## src/rtl/gfc_pkg.sv

```systemverilog
// Package: shared types for the gated frequency counter.
// Assumes nothing beyond IEEE 1800-2017 enum support.
package gfc_pkg;

    // Measurement phase of the control logic.
    typedef enum logic [1:0] {
        PH_IDLE = 2'd0,
        PH_GATE = 2'd1,
        PH_HELD = 2'd2
    } phase_t;

endpackage

```

## src/rtl/gfc_edge_sync.sv

```systemverilog
// Module: gfc_edge_sync
// Brings an asynchronous input into the clock domain through a chain of
// SYNC_STAGES flops, then emits a one-cycle pulse per rising transition.
// Assumes the input stays high and low for at least two clocks each.
module gfc_edge_sync #(
    parameter int SYNC_STAGES = 2
) (
    input  logic clk,
    input  logic rst_n,
    input  logic sig_async,
    output logic rise
);
    logic [SYNC_STAGES-1:0] chain;
    logic                   last;

    // Shift the raw input along the synchroniser chain.
    always_ff @(posedge clk) begin
        if (!rst_n) chain <= '0;
        else        chain <= {chain[SYNC_STAGES-2:0], sig_async};
    end

    // Remember the previous synchronised level for edge detection.
    always_ff @(posedge clk) begin
        if (!rst_n) last <= 1'b0;
        else        last <= chain[SYNC_STAGES-1];
    end

    assign rise = chain[SYNC_STAGES-1] & ~last;

    // one input transition yields one pulse, never two in a row.
    a_r4_single_pulse: assert property (@(posedge clk) disable iff (!rst_n)
        rise |=> !rise);

endmodule

```

## src/rtl/gfc_gate_timer.sv

```systemverilog
// Module: gfc_gate_timer
// Produces the gate window: a prescaler divides the clock by PRESCALE, a
// TB_WIDTH-bit timebase counts the resulting ticks, and a gate counter
// preloaded on load closes the gate after GATE_OVF timebase wraps.
// Assumes load and run are never both high.
module gfc_gate_timer #(
    parameter int PRESCALE = 128,
    parameter int TB_WIDTH = 8,
    parameter int GATE_OVF = 256
) (
    input  logic clk,
    input  logic rst_n,
    input  logic load,
    input  logic run,
    output logic close
);
    localparam int GW = (GATE_OVF > 1) ? $clog2(GATE_OVF) : 1;
    localparam logic [GW-1:0] G_LAST = GW'(GATE_OVF - 1);

    logic          tick;
    logic [TB_WIDTH-1:0] tb;
    logic          tb_wrap;
    logic [GW-1:0] gcnt;

    generate
        if (PRESCALE > 1) begin : g_div
            localparam int PW = $clog2(PRESCALE);
            localparam logic [PW-1:0] P_LAST = PW'(PRESCALE - 1);
            logic [PW-1:0] pre;

            // Divide the system clock down to the timebase tick.
            always_ff @(posedge clk) begin
                if (!rst_n || load)  pre <= '0;
                else if (run)        pre <= (pre == P_LAST) ? '0 : pre + 1'b1;
            end

            assign tick = run && (pre == P_LAST);
        end else begin : g_nodiv
            assign tick = run;
        end
    endgenerate

    // Count ticks in the timebase; it wraps silently.
    always_ff @(posedge clk) begin
        if (!rst_n || load) tb <= '0;
        else if (tick)      tb <= tb + 1'b1;
    end

    assign tb_wrap = tick && (tb == '1);

    // Count down timebase wraps until the gate closes.
    always_ff @(posedge clk) begin
        if (!rst_n)                     gcnt <= '0;
        else if (load)                  gcnt <= G_LAST;
        else if (tb_wrap && gcnt != '0) gcnt <= gcnt - 1'b1;
    end

    assign close = tb_wrap && (gcnt == '0);

    // the gate counter only ever moves down while the gate runs.
    a_r3_gate_down: assert property (@(posedge clk) disable iff (!rst_n)
        (run && !load) |=> gcnt <= $past(gcnt));

endmodule

```

## src/rtl/gfc_edge_counter.sv

```systemverilog
// Module: gfc_edge_counter
// Counts increments in a LO_WIDTH-bit primary counter whose wraps advance a
// HI_WIDTH-bit upper register, and freezes {upper, primary} on capture.
// Assumes clear and capture are never both high.
module gfc_edge_counter #(
    parameter int LO_WIDTH = 16,
    parameter int HI_WIDTH = 16
) (
    input  logic                         clk,
    input  logic                         rst_n,
    input  logic                         clear,
    input  logic                         inc,
    input  logic                         capture,
    output logic [LO_WIDTH+HI_WIDTH-1:0] result
);
    logic [LO_WIDTH-1:0] lo;
    logic [HI_WIDTH-1:0] hi;

    // Advance the primary counter on each counted edge.
    always_ff @(posedge clk) begin
        if (!rst_n || clear) lo <= '0;
        else if (inc)        lo <= lo + 1'b1;
    end

    // Extend the count each time the primary counter wraps.
    always_ff @(posedge clk) begin
        if (!rst_n || clear)       hi <= '0;
        else if (inc && lo == '1)  hi <= hi + 1'b1;
    end

    // Freeze the combined value when the gate closes.
    always_ff @(posedge clk) begin
        if (!rst_n || clear) result <= '0;
        else if (capture)    result <= {hi, lo};
    end

    // a primary wrap carries exactly one into the upper field.
    a_r5_carry: assert property (@(posedge clk) disable iff (!rst_n)
        (!clear && inc && lo == '1) |=> (hi == $past(hi) + 1'b1) && (lo == '0));

endmodule

```

## src/rtl/gated_freq_counter.sv

```systemverilog
// Module: gated_freq_counter (top)
// Counts rising edges of sig_in over a gate of PRESCALE * 2^TB_WIDTH *
// GATE_OVF clocks opened by start; holds the count and done until the next
// start. Assumes sig_in is below a quarter of the clock rate.
module gated_freq_counter
    import gfc_pkg::*;
#(
    parameter int PRESCALE = 128,
    parameter int TB_WIDTH = 8,
    parameter int GATE_OVF = 256,
    parameter int LO_WIDTH = 16,
    parameter int HI_WIDTH = 16
) (
    input  logic                         clk,
    input  logic                         rst_n,
    input  logic                         start,
    input  logic                         sig_in,
    output logic [LO_WIDTH+HI_WIDTH-1:0] count,
    output logic                         done,
    output logic                         busy
);
    phase_t phase;
    logic   accept;
    logic   gate_close;
    logic   rise;

    assign accept = start && (phase != PH_GATE);

    // Step through idle, gate open and result held.
    always_ff @(posedge clk) begin
        if (!rst_n)          phase <= PH_IDLE;
        else if (accept)     phase <= PH_GATE;
        else if (gate_close) phase <= PH_HELD;
    end

    assign busy = (phase == PH_GATE);
    assign done = (phase == PH_HELD);

    gfc_edge_sync #(.SYNC_STAGES(2)) u_sync (
        .clk       (clk),
        .rst_n     (rst_n),
        .sig_async (sig_in),
        .rise      (rise)
    );

    gfc_gate_timer #(
        .PRESCALE (PRESCALE),
        .TB_WIDTH (TB_WIDTH),
        .GATE_OVF (GATE_OVF)
    ) u_timer (
        .clk   (clk),
        .rst_n (rst_n),
        .load  (accept),
        .run   (busy),
        .close (gate_close)
    );

    gfc_edge_counter #(
        .LO_WIDTH (LO_WIDTH),
        .HI_WIDTH (HI_WIDTH)
    ) u_count (
        .clk     (clk),
        .rst_n   (rst_n),
        .clear   (accept),
        .inc     (busy && rise && !gate_close),
        .capture (gate_close),
        .result  (count)
    );

    // an accepted start opens the gate on the next cycle.
    a_r2_start_opens: assert property (@(posedge clk) disable iff (!rst_n)
        (start && !busy) |=> (busy && !done));

    // the result flag rises exactly as the gate closes.
    a_r6_done_on_close: assert property (@(posedge clk) disable iff (!rst_n)
        $fell(busy) |-> done);

    // gate open and result held are exclusive.
    a_r6_exclusive: assert property (@(posedge clk) disable iff (!rst_n)
        !(busy && done));

    // a held result stays put until a new start.
    a_r7_hold: assert property (@(posedge clk) disable iff (!rst_n)
        (done && !start) |=> (done && $stable(count)));

    // a start during the gate does not restart or end it.
    a_r8_start_ignored: assert property (@(posedge clk) disable iff (!rst_n)
        (start && busy && !gate_close) |=> busy);

endmodule

```

## config.mk

```make
export PLATFORM = sky130hd
export DESIGN_NAME = gated_freq_counter
export DESIGN_NICKNAME = d
export VERILOG_FILES = /design/src/rtl/gfc_pkg.sv /design/src/rtl/gfc_edge_sync.sv /design/src/rtl/gfc_gate_timer.sv /design/src/rtl/gfc_edge_counter.sv /design/src/rtl/gated_freq_counter.sv
export SDC_FILE = /design/constraint.sdc
export NUM_CORES = 1
export LEC_CHECK = 0
export BUFFER_PORTS_ARGS = -buffer_cell sky130_fd_sc_hd__buf_4
export CELL_PAD_IN_SITES_DETAIL_PLACEMENT = 1
export CELL_PAD_IN_SITES_GLOBAL_PLACEMENT = 1
export CORE_AREA = 2 2 98 100
export CTS_BUF_LIST = sky130_fd_sc_hd__clkbuf_8
export CTS_CLUSTER_SIZE = 16
export DETAILED_ROUTE_END_ITERATION = 7
export DIE_AREA = 0 0 100 102
export HOLD_SLACK_MARGIN = 0.08
export PLACE_DENSITY = 0.77
export SKIP_CTS_REPAIR_TIMING = 1
export SYNTH_ARGS = -nofsm -noshare
export SYNTH_HDL_FRONTEND = slang
export SYNTH_SLANG_ARGS = --single-unit
```

## constraint.sdc

```tcl
create_clock -name clk -period 4.3 [get_ports clk]
set_input_delay 0.86 -clock clk [delete_from_list [all_inputs] [get_ports clk]]
set_output_delay 0.86 -clock clk [all_outputs]
set_load 0.02 [all_outputs]
```

* Word-level counts from Yosys, hierarchy flattened *
Index checks and enable logic that the tools add are counted.
Widths: inputs -> output; s select.

word-level totals
  bits in registers = 92
  input bits = 4
  output and inout bits = 34
  word-level logic and storage cells = 45

cells by class
  add/subtract/negate cells = 5
  eq/ne operators = 6
  multiplexer cells = 5
  bitwise logic cells = 3
  reductions and logical operators = 16

operators with widths
  cell                   number
  $add 16x1->16 const B  2
  $eq 16x16->1 const B   1
  $mux 8                 2
  $add 8x1->8 const B    1
  $eq 8x8->1 const B     1
  $logic_and 1x1->1      8
  $logic_not 8->1        1
  $reduce_bool 8->1      1
  $sub 8x1->8 const B    1
  $add 7x1->7 const B    1
  $eq 7x7->1 const B     1
  $mux 7                 1
  $reduce_bool 2->1      2
  $eq 2x1->1 const B     1
  $eq 2x2->1 const B     1
  $logic_not 1->1        2
  $mux 1                 2
  $ne 2x1->1 const B     1
  $not 1->1              2
  $reduce_or 2->1        1
  $and 1x1->1            1
  $logic_or 1x1->1       1

* Longest topological paths before layout *
  depth after elaboration = 7
  gate-level depth with buffers = 9
  mapped depth without buffers = 6

* Modules after synthesis *
A second synthesis with hierarchy kept.

second synthesis, totals
  cells, all modules = 423
  area, all modules = 3910.0 um^2

modules (own cells, without submodules)
  module              instances  cells each  area each (um^2)  sequential area each (um^2)
  gfc_edge_counter    1          273         2596.2            1281.2
  gfc_gate_timer      1          130         1112.3            460.4
  gated_freq_counter  1          13          108.9             40.0
  gfc_edge_sync       1          7           92.6              60.1

* Worst setup path after synthesis *
No wires, ideal clock.

  path kind = register to register
  from = register u_count.lo[0]
  to = register u_count.hi[5]
  library setup time = 70 ps
  arrival time = 1980 ps
  required time = 4230 ps
  path slack = 2250 ps
  cell stages (with the launch flop) = 8
  path buffers = 1
  period minus slack after synthesis = 2050 ps
  cells stage by stage = dfxtp_1 ha_1 and3_1 nand2_4 or3_4 buf_6 or4_1 a21oi_1

on the way
  cells in the longest elaborated chain, start to end = 2

ends and longest elaborated chain
  item                    RTL line                RTL
  start, declared         gfc_edge_counter.sv:16  logic [LO_WIDTH-1:0] lo;
  start signal, assigned  gfc_edge_counter.sv:22  else if (inc) lo <= lo + 1'b1;
  $eq 16x16->1            gfc_edge_counter.sv:28  else if (inc && lo == '1) hi <= hi + 1'b1;
  $logic_and 1x1->1       gfc_edge_counter.sv:28
  end signal, assigned    gfc_edge_counter.sv:28
  end, declared           gfc_edge_counter.sv:17  logic [HI_WIDTH-1:0] hi;

Every way passes these cells.
A chain may end at the register's enable or synchronous reset.

* Worst setup path after layout *
  from = register u_timer.gcnt[2]
  to = register u_count.hi[7]

on the way
  cells in the longest elaborated chain, start to end = 5

ends and longest elaborated chain
  item                    RTL line                  RTL
  start, declared         gfc_gate_timer.sv:23      logic [GW-1:0] gcnt;
  start signal, assigned  gfc_gate_timer.sv:55      else if (tb_wrap && gcnt != '0) gcnt <= gcnt - 1'b1;
  $logic_not 8->1         gfc_gate_timer.sv:58      assign close = tb_wrap && (gcnt == '0);
  $logic_and 1x1->1       gfc_gate_timer.sv:58
  $logic_not 1->1         gated_freq_counter.sv:65  .inc (busy && rise && !gate_close),
  $logic_and 1x1->1       gated_freq_counter.sv:65
  $logic_and 1x1->1       gfc_edge_counter.sv:28

Every way passes these cells.

==> flow_metrics.env <==
export IMPL_nets=504
export IMPL_dp_cells=594
export IMPL_syn_area_per_cell_um2=8.61
export IMPL_htree_num_levels=3
export IMPL_finalWirelength_um=9140
export IMPL_hpwl_um=6090
export IMPL_seqPwrFrac_pct=58.6
export IMPL_r2r_start="u_timer.gcnt[2]"
export IMPL_grt_first_pass_wirelength_um=15500
export IMPL_wl_per_cell_um=15.0
export IMPL_p_clk_share_pct=37.2
export IMPL_reg2reg_setup_slack_ns=1.72
export IMPL_vias=3386
export IMPL_crit_path_start_kind="flip-flop"
export IMPL_p_leak_uw=0.00156
export IMPL_die_h_um=102
export IMPL_crit_fanout=48
export IMPL_core_area_mm2=0.00911
export IMPL_setup_tns_ns=0
export IMPL_drive_above_1_share_pct=14.8
export IMPL_portBuffers=37
export IMPL_yosys_warnings=0
export IMPL_setup_viol_count_final=0
export IMPL_finish_utilization_pct=49.6
export IMPL_cts_buffers=9
export IMPL_dr_pass1_iters=4
export IMPL_synth_top_cell_area_share_pct=45.7
export IMPL_swShare_pct=24.3
export IMPL_gpl_final_weighted_congestion=0.793
export IMPL_tightest_slew_ns=0.867
export IMPL_diodes=0
export IMPL_insertion_delay_ns=0.36
export IMPL_dieArea_mm2=0.0102
export IMPL_synth_net_count=478
export IMPL_synthCells=468
export IMPL_dr_first_iter_drc_count=69
export IMPL_synth_cell_types=48
export IMPL_crit_arrival_ns=2.78
export IMPL_skew_ns=0.0139
export IMPL_relSlewSlack_pct=42.0
export IMPL_hold_depth=1
export IMPL_r2r_end="u_count.hi[7]"
export IMPL_ant_nets=0
export IMPL_clockRootBuffer="clkbuf_8"
export IMPL_cp_required_ns=4.50
export IMPL_synth_seq_area_share_pct=45.7
export IMPL_ys_ff_latch=92
export IMPL_grt_util_all_layers_pct=18.7
export IMPL_async_flop_share_pct=0
export IMPL_avgViaCountPerCell=5.55
export IMPL_maxCapViolCount=0
export IMPL_critPathKind="flip-flop to flip-flop"
export IMPL_antenna_found_initial=0
export IMPL_die_width_um=100
export IMPL_whs_ns=0.444
export IMPL_cts_tree="built"
export IMPL_final_cells=610
export IMPL_fmax_ghz=0.388
export IMPL_synthTopCellsByArea="dfxtp_1, nand2_1, a21oi_1"
export IMPL_rsz0062_at_grt="false"
export IMPL_intPower_uw=1120
export IMPL_initial_core_util_pct=44.2
export IMPL_worstRegToRegCells=6
export IMPL_min_to="u_sync.chain[1]"
export IMPL_report_final_hold_viol_count=0
export IMPL_netSwitchingPower_uw=360
export IMPL_slew_violations=0
export IMPL_std_cell_rows=35
export IMPL_hold_start="u_sync.chain[0]"
export IMPL_clkTransAtPathRegs_ns=0.09
export IMPL_syn_area_mm2=0.00403
export IMPL_areaGrowthSynthToFinish_pct=12.0
export IMPL_ys_flop_type="dfxtp_1"
export IMPL_vdd_drop_max_mv=0.148
export IMPL_pwr_share_comb_pct=4.2
export IMPL_post_route_min_period_ns=2.58
export IMPL_fin_crit_sh_pct=60.0
export IMPL_power_density_mw_per_mm2=328
export IMPL_drc_errors=0
export IMPL_ios=38
export IMPL_yosysTopAreaCell="dfxtp_1"
export IMPL_status="complete, no violations"
export IMPL_hold_class="flip-flop to flip-flop"
export IMPL_first_global_vias=3298
export IMPL_worstSetupEndpointType="flip-flop"
export IMPL_synth_edf_count=0
export IMPL_grt_ovfl_total=0
export IMPL_cts_sinks=92
export IMPL_grt_max_degree=49
export IMPL_cts_buffer_depth=2
## flip-flops by register name, summed over array words and instances (netlist names)
name,cells
u_count.hi,16
u_sync.last,1
u_timer.tb,8
phase,2
u_count.lo,16
u_timer.gcnt,8
u_timer.g_div.pre,7
u_sync.chain,2
u_count.result,32
## area by class of cell
type,instances,area [um2]
Sequential cell,92,1840
Fill cell,1128,4590
Inverter,13,48.8
Clock buffer,11,151
Clock inverter,5,36.3
Multi-Input combinational cell,337,1990
Timing Repair Buffer,41,308
Tap cell,111,139
## metal layers
metal / GRT usage (%) / up-vias / wire (um)
met3: 2.67 / 7 / 174
li1: - / 1681 / -
met4: 6.32 / 0 / 87
met1: 23.9 / 1667 / 4380
met5: 0 / - / 0
met2: 32.7 / 31 / 4500
## logic make-up after synthesis
group,synth area share [%]
AOI/OAI and AO/OA,15.6
adders and majority gates,1.86
and+or+nand+nor,24.8
muxes,0.528
xor gates and xnor gates,6.52
buffers and inverters,4.97
DFF,45.7
## worst max-delay path, cell delays in order (launching register included)
cell	delay (ns)
dfxtp_1	0.36
nor4_1	0.58
and3_1	0.60
and2_1	0.21
buf_4	0.40
or4_1	0.20
a21oi_1	0.06
## Yosys cell counts, drive strengths merged (7+ instances only)
master and n:
clkbuf 10, inv 12, and3 7, nand2 90, nand3 14, dfxtp 92, xnor2 15, buf 15
a21oi 58, a21boi 10, nand4 18, nor2 33, and2 8, xor2 15
## placed cells by master, fill, tap and decap left out, types with 6 or more instances in the layout
cell type / synthesis / final
a31o_2: 6 / 6
nand4_1: 18 / 18
inv_1: 12 / 12
nand3_1: 13 / 13
buf_4: 5 / 41
nand2_1: 89 / 88
ha_1: 6 / 6
and4_1: 6 / 6
xnor2_1: 15 / 15
nor2_1: 33 / 33
a21oi_1: 58 / 58
xor2_1: 15 / 15
and3_1: 7 / 7
clkbuf_8: 0 / 11
dfxtp_1: 92 / 92
a21boi_0: 9 / 9
and2_1: 8 / 8
## stage by stage
stage          area [um2]  setup slack (ns)  total power (uW)
6_report             4510              1.72              1480
5_1_grt              4510              1.40              1540
4_1_cts              4510              1.70              1500
3_5_place_dp         4330              1.74               952
3_3_place_gp         4330              1.82               949
2_1_floorplan        4030              2.25               933
## worst max-delay path by stage
stage,slack [ns],cells after the start,endpoint,start
finish,1.72,6,u_count.hi[7],u_timer.gcnt[2]
global placement,1.82,6,u_count.hi[4],u_timer.gcnt[2]
global route,1.40,6,u_count.hi[1],u_timer.gcnt[2]
detailed placement,1.74,6,u_count.hi[4],u_timer.gcnt[2]
CTS,1.70,6,u_count.hi[7],u_timer.gcnt[2]
floorplan,2.25,7,u_count.hi[5],u_count.lo[0]
## power by group through the flow
stage               logic [uW]  registers [uW]  clock network (uW)
floorplan                 46.5             887                   0
global placement          60.9             888                   0
detailed placement        63.3             889                   0
CTS                       63.6             869                 564
global route              70.5             871                 597
finish                    62.0             869                 552
Power figures use the tool's default switching activity.
